File: src/rtl/ssf_pkg.sv
package ssf_pkg;

   typedef enum logic [5:0] {
      ST_IDLE   = 6'b000001,
      ST_PRESET = 6'b000010,
      ST_CHARGE = 6'b000100,
      ST_RUN    = 6'b001000,
      ST_DISCH  = 6'b010000,
      ST_FAULT  = 6'b100000
   } ssf_state_e;

   // counter width able to hold values 0 .. n-1
   function automatic int unsigned ssf_cnt_w(input int unsigned n);
      return (n < 2) ? 1 : $clog2(n);
   endfunction

endpackage

File: src/rtl/ssf_prescale.sv
module ssf_prescale #(
   parameter int unsigned DIV = 4
) (
   input  logic clk,
   input  logic rst_n,
   input  logic run,
   output logic tick
);
   import ssf_pkg::*;

   localparam int unsigned CW = ssf_cnt_w(DIV);
   localparam logic [CW-1:0] LAST = CW'(DIV - 1);

   logic [CW-1:0] cnt_q;

   always_ff @(posedge clk or negedge rst_n) begin
      if (!rst_n)              cnt_q <= '0;
      else if (!run)           cnt_q <= '0;
      else if (cnt_q == LAST)  cnt_q <= '0;
      else                     cnt_q <= cnt_q + 1'b1;
   end

   assign tick = run && (cnt_q == LAST);

endmodule

File: src/rtl/ssf_ramp.sv
module ssf_ramp #(
   parameter int unsigned RAMP_W     = 10,
   parameter int unsigned PRESET_VAL = 256,
   parameter int unsigned CHG_DIV    = 4,
   parameter int unsigned DIS_DIV    = 2
) (
   input  logic              clk,
   input  logic              rst_n,
   input  logic              clr,
   input  logic              load,
   input  logic              charge,
   input  logic              discharge,
   output logic [RAMP_W-1:0] ramp,
   output logic              full,
   output logic              empty
);
   localparam logic [RAMP_W-1:0] TOP  = {RAMP_W{1'b1}};
   localparam logic [RAMP_W-1:0] LOADV = RAMP_W'(PRESET_VAL);

   logic chg_tick;
   logic dis_tick;
   logic [RAMP_W-1:0] ramp_q;

   ssf_prescale #(.DIV(CHG_DIV)) u_chg_div (
      .clk  (clk),
      .rst_n(rst_n),
      .run  (charge),
      .tick (chg_tick)
   );

   ssf_prescale #(.DIV(DIS_DIV)) u_dis_div (
      .clk  (clk),
      .rst_n(rst_n),
      .run  (discharge),
      .tick (dis_tick)
   );

   assign full  = (ramp_q == TOP);
   assign empty = (ramp_q == '0);

   always_ff @(posedge clk or negedge rst_n) begin
      if (!rst_n)                  ramp_q <= '0;
      else if (clr)                ramp_q <= '0;
      else if (load)               ramp_q <= LOADV;
      else if (chg_tick && !full)  ramp_q <= ramp_q + 1'b1;
      else if (dis_tick && !empty) ramp_q <= ramp_q - 1'b1;
   end

   assign ramp = ramp_q;

endmodule

File: src/rtl/ssf_retry.sv
module ssf_retry #(
   parameter int unsigned LIMIT = 3
) (
   input  logic clk,
   input  logic rst_n,
   input  logic clr,
   input  logic bump,
   output logic last
);
   import ssf_pkg::*;

   localparam int unsigned CW = ssf_cnt_w(LIMIT);
   localparam logic [CW-1:0] FINAL = CW'(LIMIT - 1);

   logic [CW-1:0] cnt_q;

   always_ff @(posedge clk or negedge rst_n) begin
      if (!rst_n)                       cnt_q <= '0;
      else if (clr)                     cnt_q <= '0;
      else if (bump && cnt_q != FINAL)  cnt_q <= cnt_q + 1'b1;
   end

   // next counted event is the one that must latch the fault
   assign last = (cnt_q == FINAL);

endmodule

File: src/rtl/ssfault_seq.sv
module ssfault_seq #(
   parameter int unsigned RAMP_W      = 10,
   parameter int unsigned PRESET_VAL  = 256,
   parameter int unsigned CHG_DIV     = 4,
   parameter int unsigned DIS_DIV     = 2,
   parameter int unsigned RETRY_LIMIT = 3
) (
   input  logic              clk,
   input  logic              rst_n,
   input  logic              bias_ok,
   input  logic              aux5_ok,
   input  logic              aux33_ok,
   input  logic              shutdown_req,
   input  logic              oc_evt,
   input  logic              ov_evt,
   input  logic              luv_flag,
   output logic              rails_en,
   output logic [RAMP_W-1:0] ramp,
   output logic              ss_done,
   output logic              fault_out
);
   import ssf_pkg::*;

   generate
      if (RAMP_W < 2) begin : g_bad_width
         $error("ssfault_seq: RAMP_W must be at least 2");
      end
      if (PRESET_VAL == 0 || PRESET_VAL >= (1 << RAMP_W) - 1) begin : g_bad_preset
         $error("ssfault_seq: PRESET_VAL must lie strictly inside the ramp range");
      end
      if (CHG_DIV < 1 || DIS_DIV < 1) begin : g_bad_div
         $error("ssfault_seq: prescaler divisors must be at least 1");
      end
      if (RETRY_LIMIT < 1) begin : g_bad_limit
         $error("ssfault_seq: RETRY_LIMIT must be at least 1");
      end
   endgenerate

   ssf_state_e state_q, state_d;
   logic inh_q, inh_d;
   logic bump;
   logic last_try;
   logic ramp_full, ramp_empty;
   logic go;
   logic ramp_evt;
   logic run_evt;

   assign go       = bias_ok && aux5_ok && aux33_ok && !shutdown_req;
   // over-current during the ramp counts once per retry
   assign ramp_evt = oc_evt && !inh_q;
   // undervoltage only honoured once the ramp is complete
   assign run_evt  = oc_evt || luv_flag;

   ssf_ramp #(
      .RAMP_W    (RAMP_W),
      .PRESET_VAL(PRESET_VAL),
      .CHG_DIV   (CHG_DIV),
      .DIS_DIV   (DIS_DIV)
   ) u_ramp (
      .clk      (clk),
      .rst_n    (rst_n),
      .clr      (!bias_ok || state_q == ST_IDLE || state_q == ST_FAULT),
      .load     (state_q == ST_PRESET),
      .charge   (state_q == ST_CHARGE),
      .discharge(state_q == ST_DISCH),
      .ramp     (ramp),
      .full     (ramp_full),
      .empty    (ramp_empty)
   );

   ssf_retry #(.LIMIT(RETRY_LIMIT)) u_retry (
      .clk  (clk),
      .rst_n(rst_n),
      .clr  (!bias_ok),
      .bump (bump),
      .last (last_try)
   );

   always_comb begin
      state_d = state_q;
      inh_d   = inh_q;
      bump    = 1'b0;
      if (!bias_ok) begin
         state_d = ST_IDLE;
         inh_d   = 1'b0;
      end else if (ov_evt) begin
         state_d = ST_FAULT;
      end else if (state_q == ST_FAULT) begin
         state_d = ST_FAULT;
      end else if (state_q != ST_IDLE && !go) begin
         state_d = ST_IDLE;
         inh_d   = 1'b0;
      end else begin
         unique case (state_q)
            ST_IDLE: begin
               inh_d = 1'b0;
               if (go) state_d = ST_PRESET;
            end
            ST_PRESET: begin
               state_d = ST_CHARGE;
               if (ramp_evt) begin
                  bump = 1'b1;
                  if (last_try) state_d = ST_FAULT;
                  else          inh_d   = 1'b1;
               end
            end
            ST_CHARGE: begin
               if (ramp_evt && last_try) begin
                  bump    = 1'b1;
                  state_d = ST_FAULT;
               end else begin
                  if (ramp_evt) begin
                     bump  = 1'b1;
                     inh_d = 1'b1;
                  end
                  if (ramp_full)
                     state_d = (inh_q || ramp_evt) ? ST_DISCH : ST_RUN;
               end
            end
            ST_RUN: begin
               if (run_evt) begin
                  bump    = 1'b1;
                  state_d = last_try ? ST_FAULT : ST_DISCH;
               end
            end
            ST_DISCH: begin
               if (ramp_empty) state_d = ST_IDLE;
            end
            default: state_d = ST_IDLE;
         endcase
      end
   end

   always_ff @(posedge clk or negedge rst_n) begin
      if (!rst_n) begin
         state_q <= ST_IDLE;
         inh_q   <= 1'b0;
      end else begin
         state_q <= state_d;
         inh_q   <= inh_d;
      end
   end

   assign rails_en  = (state_q == ST_PRESET) ||
                      (state_q == ST_CHARGE && !inh_q) ||
                      (state_q == ST_RUN);
   assign ss_done   = (state_q == ST_RUN);
   assign fault_out = (state_q == ST_FAULT);

endmodule

File: config.mk
export PLATFORM = sky130hd
export DESIGN_NAME = ssfault_seq
export DESIGN_NICKNAME = d
export VERILOG_FILES = /design/src/rtl/ssf_pkg.sv /design/src/rtl/ssf_prescale.sv /design/src/rtl/ssf_ramp.sv /design/src/rtl/ssf_retry.sv /design/src/rtl/ssfault_seq.sv
export SDC_FILE = /design/constraint.sdc
export NUM_CORES = 1
export LEC_CHECK = 0
export BUFFER_PORTS_ARGS = -buffer_cell sky130_fd_sc_hd__buf_4
export CAP_MARGIN = 20
export CORE_UTILIZATION = 40
export CTS_BUF_LIST = sky130_fd_sc_hd__clkbuf_8
export DETAILED_ROUTE_END_ITERATION = 8
export SLEW_MARGIN = 20
export SYNTH_ARGS = -nofsm -noshare
export SYNTH_HDL_FRONTEND = slang
export SYNTH_SLANG_ARGS = --single-unit
File: constraint.sdc
create_clock -name clk -period 4.1 [get_ports clk]
set_input_delay 0.205 -clock clk [delete_from_list [all_inputs] [get_ports clk]]
set_output_delay 0.205 -clock clk [all_outputs]
set_load 0.05 [all_outputs]
==> Word-level counts from Yosys, hierarchy flattened <==
Index checks and enable logic that the tools add are counted.
{ "totals": {"word_cells": 103, "output_inout_bits": 13, "register_bits": 22, "input_bits": 9} }
{ "op_classes": {"muxes": 41, "eq_ne": 23, "n_reduce_logical": 28, "addsub": 5} }
{ "ops": {"columns": ["operator", "n"], "rows": [
  ["2-to-1 mux 6 bit", 12],
  ["2-to-1 mux 10 bit", 4],
  ["one-hot mux 6 bit (5 select lines)", 1],
  ["2-to-1 mux 1 bit", 17],
  ["!= test 4 bit (second input constant)", 4],
  ["logical AND 1 bit", 12],
  ["!= test 6 x 5 -> 1 bit (second input constant)", 2],
  ["adder 10 x 1 -> 10 bit (second input constant)", 1],
  ["== test 10 bit (second input constant)", 1],
  ["logical NOT 10 bit", 1],
  ["subtractor 10 x 1 -> 10 bit (second input constant)", 1],
  ["2-to-1 mux 2 bit", 4],
  ["!= test 7 x 6 -> 1 bit (second input constant)", 1],
  ["AND reduction 7 bit", 1],
  ["== test 6 x 1 -> 1 bit (second input constant)", 1],
  ["== test 6 x 2 -> 1 bit (second input constant)", 1],
  ["== test 6 x 3 -> 1 bit (second input constant)", 1],
  ["== test 6 x 4 -> 1 bit (second input constant)", 1],
  ["== test 6 x 5 -> 1 bit (second input constant)", 1],
  ["== test 6 bit (second input constant)", 1],
  ["logical NOT 1 bit", 6],
  ["logical OR 1 bit", 6],
  ["!= test 2 bit (second input constant)", 3],
  ["!= test 6 x 1 -> 1 bit (second input constant)", 1],
  ["10 further kinds", 13]
]} }

==> Logic depth before layout (Yosys ltp) <==
{ "logic_depth": {"word_depth": 12, "ltp_mapped": 10, "depth_no_buf": 10} }

==> Hierarchy <==
Synthesis repeated with hierarchy kept, for this count alone.
{ "unflattened": {"hier_cells": 211, "area_unflattened_um2": 1908.1} }
{ "modules_own_cells": {"columns": ["module", "instances", "cells_each", "seq_area_each_um2", "area_each_um2"], "rows": [
  ["ssf_ramp", 1, 108, 250.2, 973.4],
  ["ssfault_seq", 1, 83, 176.4, 674.4],
  ["ssf_retry", 1, 11, 50.0, 130.1],
  ["ssf_prescale at u_ramp.u_chg_div", 1, 6, 50.0, 88.8],
  ["ssf_prescale at u_ramp.u_dis_div", 1, 3, 25.0, 41.3]
]} }

==> Worst setup path after synthesis <==
Ideal clock, no wire load.
{ "synth_path": {"path_type": "register to register", "startpoint": "register u_ramp.ramp_q[0], in the netlist u_ramp.ramp[0]", "endpoint": "register u_ramp.ramp_q[9], in the netlist u_ramp.ramp[9]", "t_required_ps": 3977, "slack_ps": 1016, "setup_ps": 123, "path_stages_with_launch": 11, "arrival_ps": 2962, "cell_sequence": "dfrtp_1 nand4_1 or3_1 nand3_1 ha_1 a211oi_1 o211ai_1 a41oi_1 mux2i_1 xnor2_1 nor2_1"} }
{ "synth_between": {"elab_chain_len": 6} }
{ "synth_rtl": {"columns": ["item", "line_no", "source"], "rows": [
  ["from (decl)", "ssf_ramp.sv:22", "logic [RAMP_W-1:0] ramp_q;"],
  ["from (signal assigned)", "ssf_ramp.sv:45", "else if (chg_tick && !full) ramp_q <= ramp_q + 1'b1;"],
  ["from (signal assigned)", "ssf_ramp.sv:46", "else if (dis_tick && !empty) ramp_q <= ramp_q - 1'b1;"],
  ["parallel branches: the longest is 6 deep, another holds subtractor 10 x 1 -> 10 bit", null, null]
]} }
Parallel ways; which one is timed is not known. The select of a mux whose other input is x is not followed.
A chain may end at the register's enable or synchronous reset.

==> Worst setup path in the final report <==
{ "layout_path": {"startpoint": "register state_q[4]", "endpoint": "register u_ramp.ramp_q[9], in the netlist u_ramp.ramp[9]"} }
{ "layout_between": {"elab_chain_len": 6} }
{ "layout_rtl": {"columns": ["item", "line_no", "source"], "rows": [
  ["from (decl)", "ssfault_seq.sv:39", "ssf_state_e state_q, state_d;"],
  ["from (signal assigned)", "ssfault_seq.sv:139", "state_q <= state_d;"],
  ["== test 6 x 3 -> 1 bit", "ssfault_seq.sv:64", ".charge (state_q == ST_CHARGE),"],
  ["logical AND 1 bit", "ssf_prescale.sv:23", "assign tick = run && (cnt_q == LAST);"],
  ["logical AND 1 bit", "ssf_ramp.sv:45", null],
  ["2-to-1 mux 10 bit", "ssf_ramp.sv:45", null],
  ["2-to-1 mux 10 bit", "ssf_ramp.sv:44", "else if (load) ramp_q <= LOADV;"],
  ["2-to-1 mux 10 bit", "ssf_ramp.sv:43", "else if (clr) ramp_q <= '0;"]
]} }
Parallel ways exist; a longest one is shown, timed or not.

==> run summary <==
Seq. cell area - 551.8 µm²
run status - finished, final reports clean
Placed Area - 1829 µm²
Post-synth EDFFs - 0
PwrDens - 469.9 nW/µm²
Placeable Area - 3799 µm²
share of layout cells above drive strength 1 - 0.1891
Clock H-tree levels - 1
Inst Count DP - 244
crit start category - register
delay-heaviest family, CP - simple AND/OR/NAND/NOR gates
end of the worst register-to-register path - u_ramp.ramp[9]$_DFFE_PN0P_
crit path to - u_ramp.ramp[9]$_DFFE_PN0P_
Slowest-stage cell, CP - ha_1
Crit path depth - 10
CTS tree - done
vias per std cell - 5.835
switch share - 0.4384
DIE AREA - 4367 µm²
syn_nets - 198
clock share of power - 0.152
die height - 66.09 µm
routed wire length - 3.636 mm
Cell Area, Synth - 1643 µm²
Int Pwr - 0.4973 mW
Seq pwr share - 0.317
critical path required time - 4250 ps
Pre-Repair DR Iteration Count - 4
RSZ-0062 raised after global routing - false
Final Cycle Share - 0.8484
Worst path max stage delay - 490 ps
Worst Skew - 6.040 ps
sequential share of the synthesized area - 0.3359
most frequent cells in the layout - dfrtp_1, buf_4, nand2_1, nor2_1, ha_1
total grt overflow - 0
vias in the first global route - 1438
Layout Nets - 222
total CTS buffers - 3
Worst R2R Path Depth - 10
P_sw - 0.3882 mW
CTS sink count - 22
R2R Setup Slk - 620 ps
hold crit path type - in -> reg
Final min period - 3478 ps
GP Congestion - 0.9122
post-synthesis cell count - 178
final slew viol count - 0
Setup CP Type - reg -> reg
io pins - 22
WL/cell - 14.60 µm
starting density of the core - 0.4325
Die W - 66.09 µm
Buffers on Ports - 21
Avg Inst Size Synth - 9.229 µm²
post-route ant nets - 0
Combinational Power Share - 0.531
FP Rows - 22
DR vias - 1453
Total GRT Usage - 0.1958
1st-iter DRT viols - 62
pin count of the biggest net entering global routing - 23
Layout fillers - 372
worst skew pair latency - 260 ps
post-synth cell types - 50
Worst-path clk slew - 80 ps
clk root buf - clkbuf_8
Final Hold Vio Count - 0
number of synthesized register bits - 22
Max Freq - 287.5 MHz
cell area after layout - 1884 µm²
FFs w/ async S/R, synth - 1.000
Post-synth top flop - dfrtp_1
multi-input logic area - 1030 µm²
worst path cell trace - nor4_1 > and3b_2 > nand3_1 > ha_1 > a211oi_1 > o211ai_1 > a41oi_1 > mux2i_1 > xnor2_1 > nor2_1
r2r startpoint - state_q[4]$_DFFE_PN0P_
final setup fails - 0
Syn-to-layout area delta - 14.70%
crit path from - state_q[4]$_DFFE_PN0P_
peak supply drop - 0.2625 mV
final std cells w/o fill - 249
Residual DRC - 0
HPWL Detailed - 2.882 mm
maxcap violations - 0
Syn. warnings - 0
maximum clock insertion buffer count - 2
CP bufs+invs - 0
max_slew headroom - 0.5860
setup_tns - 0 ps
Worst EP arrival - 3630 ps
CP Max Fanout - 13
Inserted Diodes - 0
initial antenna violation count - 0
global-route wire length before repair - 6.624 mm
Static Leak - 0.8350 nW
critical path capture point type - register
Slew @ Worst Pin - 621.0 ps
Post-CTS Resized - 0
-- routing by layer --
layer | global-route usage | routed length [µm] | up-vias
li1 | - | - | 716
met1 | 0.2735 | 1694 | 701
met5 | 0 | 0 | -
met2 | 0.3189 | 1768 | 34
met4 | 0.04255 | 23 | 0
met3 | 0.02759 | 150 | 2
-- how the worst min path moves through the flow --
stage | end | startpoint | depth (start not counted) | slack, ps
floorplan | inh_q$_DFFE_PN0P_ | rst_n | 0 | -90
global placement | u_ramp.u_dis_div.cnt_q$_DFF_PN0_ | rst_n | 1 | 110
detailed placement | u_ramp.u_dis_div.cnt_q$_DFF_PN0_ | rst_n | 1 | 110
CTS | state_q[1]$_DFFE_PN0P_ | ov_evt | 2 | 130
global route | state_q[1]$_DFFE_PN0P_ | ov_evt | 2 | 120
finish | state_q[1]$_DFFE_PN0P_ | ov_evt | 2 | 130
-- worst reg2reg max path, stage by stage (launching register included) --
cell and delay [ps]:
dfrtp_1 460, nor4_1 440, and3b_2 310, nand3_1 420, ha_1 490, a211oi_1 370, o211ai_1 180, a41oi_1 260
mux2i_1 240, xnor2_1 150, nor2_1 50
-- kinds of logic after synthesis --
group / Yosys count / share of synthesized area
and+or+nand+nor: 80 / 0.2612
AOI/OAI and AO/OA: 40 / 0.1980
DFF: 22 / 0.3359
buffers and inverters: 11 / 0.03731
adders and majority gates: 11 / 0.08835
xor gates and xnor gates: 9 / 0.04798
muxes: 5 / 0.03123
-- Yosys cell counts (4+ instances only) --
library cell | number | area [µm²]
a211oi_1 | 4 | 30.03
a21oi_1 | 8 | 40.04
dfrtp_1 | 21 | 525.5
ha_1 | 10 | 125.1
inv_1 | 8 | 30.03
mux2i_1 | 4 | 40.04
nand2_1 | 20 | 75.07
nand3_1 | 9 | 45.04
nor2_1 | 16 | 60.06
nor3_1 | 8 | 40.04
nor4_1 | 5 | 31.28
o21ai_0 | 4 | 20.02
o31ai_2 | 4 | 50.05
xnor2_1 | 7 | 61.31
-- stage by stage --
stage	utilization	hold slack (ps)	power, mW	worst slack, ps
6_report	0.4960	128.4	0.8855	621.6
5_1_grt	0.4960	116.7	0.9643	197.2
3_3_place_gp	0.4816	111.9	0.7485	763.6
4_1_cts	0.4960	126.2	0.8945	619.0
3_5_place_dp	0.4816	112.8	0.7578	641.0
2_1_floorplan	-	-90.59	0.6545	1016
-- registers in the layout, indices dropped and copies added (netlist names) --
register and flops:
u_retry.cnt_q 2, state_q 6, u_ramp.ramp 10, inh_q 1, u_ramp.u_chg_div.cnt_q 2, u_ramp.u_dis_div.cnt_q 1
-- power by group through the flow --
stage	Combinational, mW	Clock, mW	Sequential [mW]
3_5_place_dp	0.472	0	0.285
4_1_cts	0.474	0.139	0.281
2_1_floorplan	0.302	0	0.352
3_3_place_gp	0.465	0	0.283
5_1_grt	0.524	0.152	0.288
6_report	0.470	0.135	0.281
-- layout make-up --
class	count	share of cell area
clock buffer	3	0.02191
clock inverter	1	0.001992
inverter	8	0.01594
multi-input combinational	145	0.5465
sequential	22	0.2928
tap	48	0.03187
timing repair buffer	22	0.08898
-- repair_timing --
| action | 4_1_cts | 5_1_grt |
|---|---|---|
| hold buffers | 1 | 0 |
| endpoints found under the hold margin | 21 | 0 |
| setup endpoints to repair | 0 | 0 |
| setup buffers | 0 | 0 |
(Power assumes the default switching activity.)
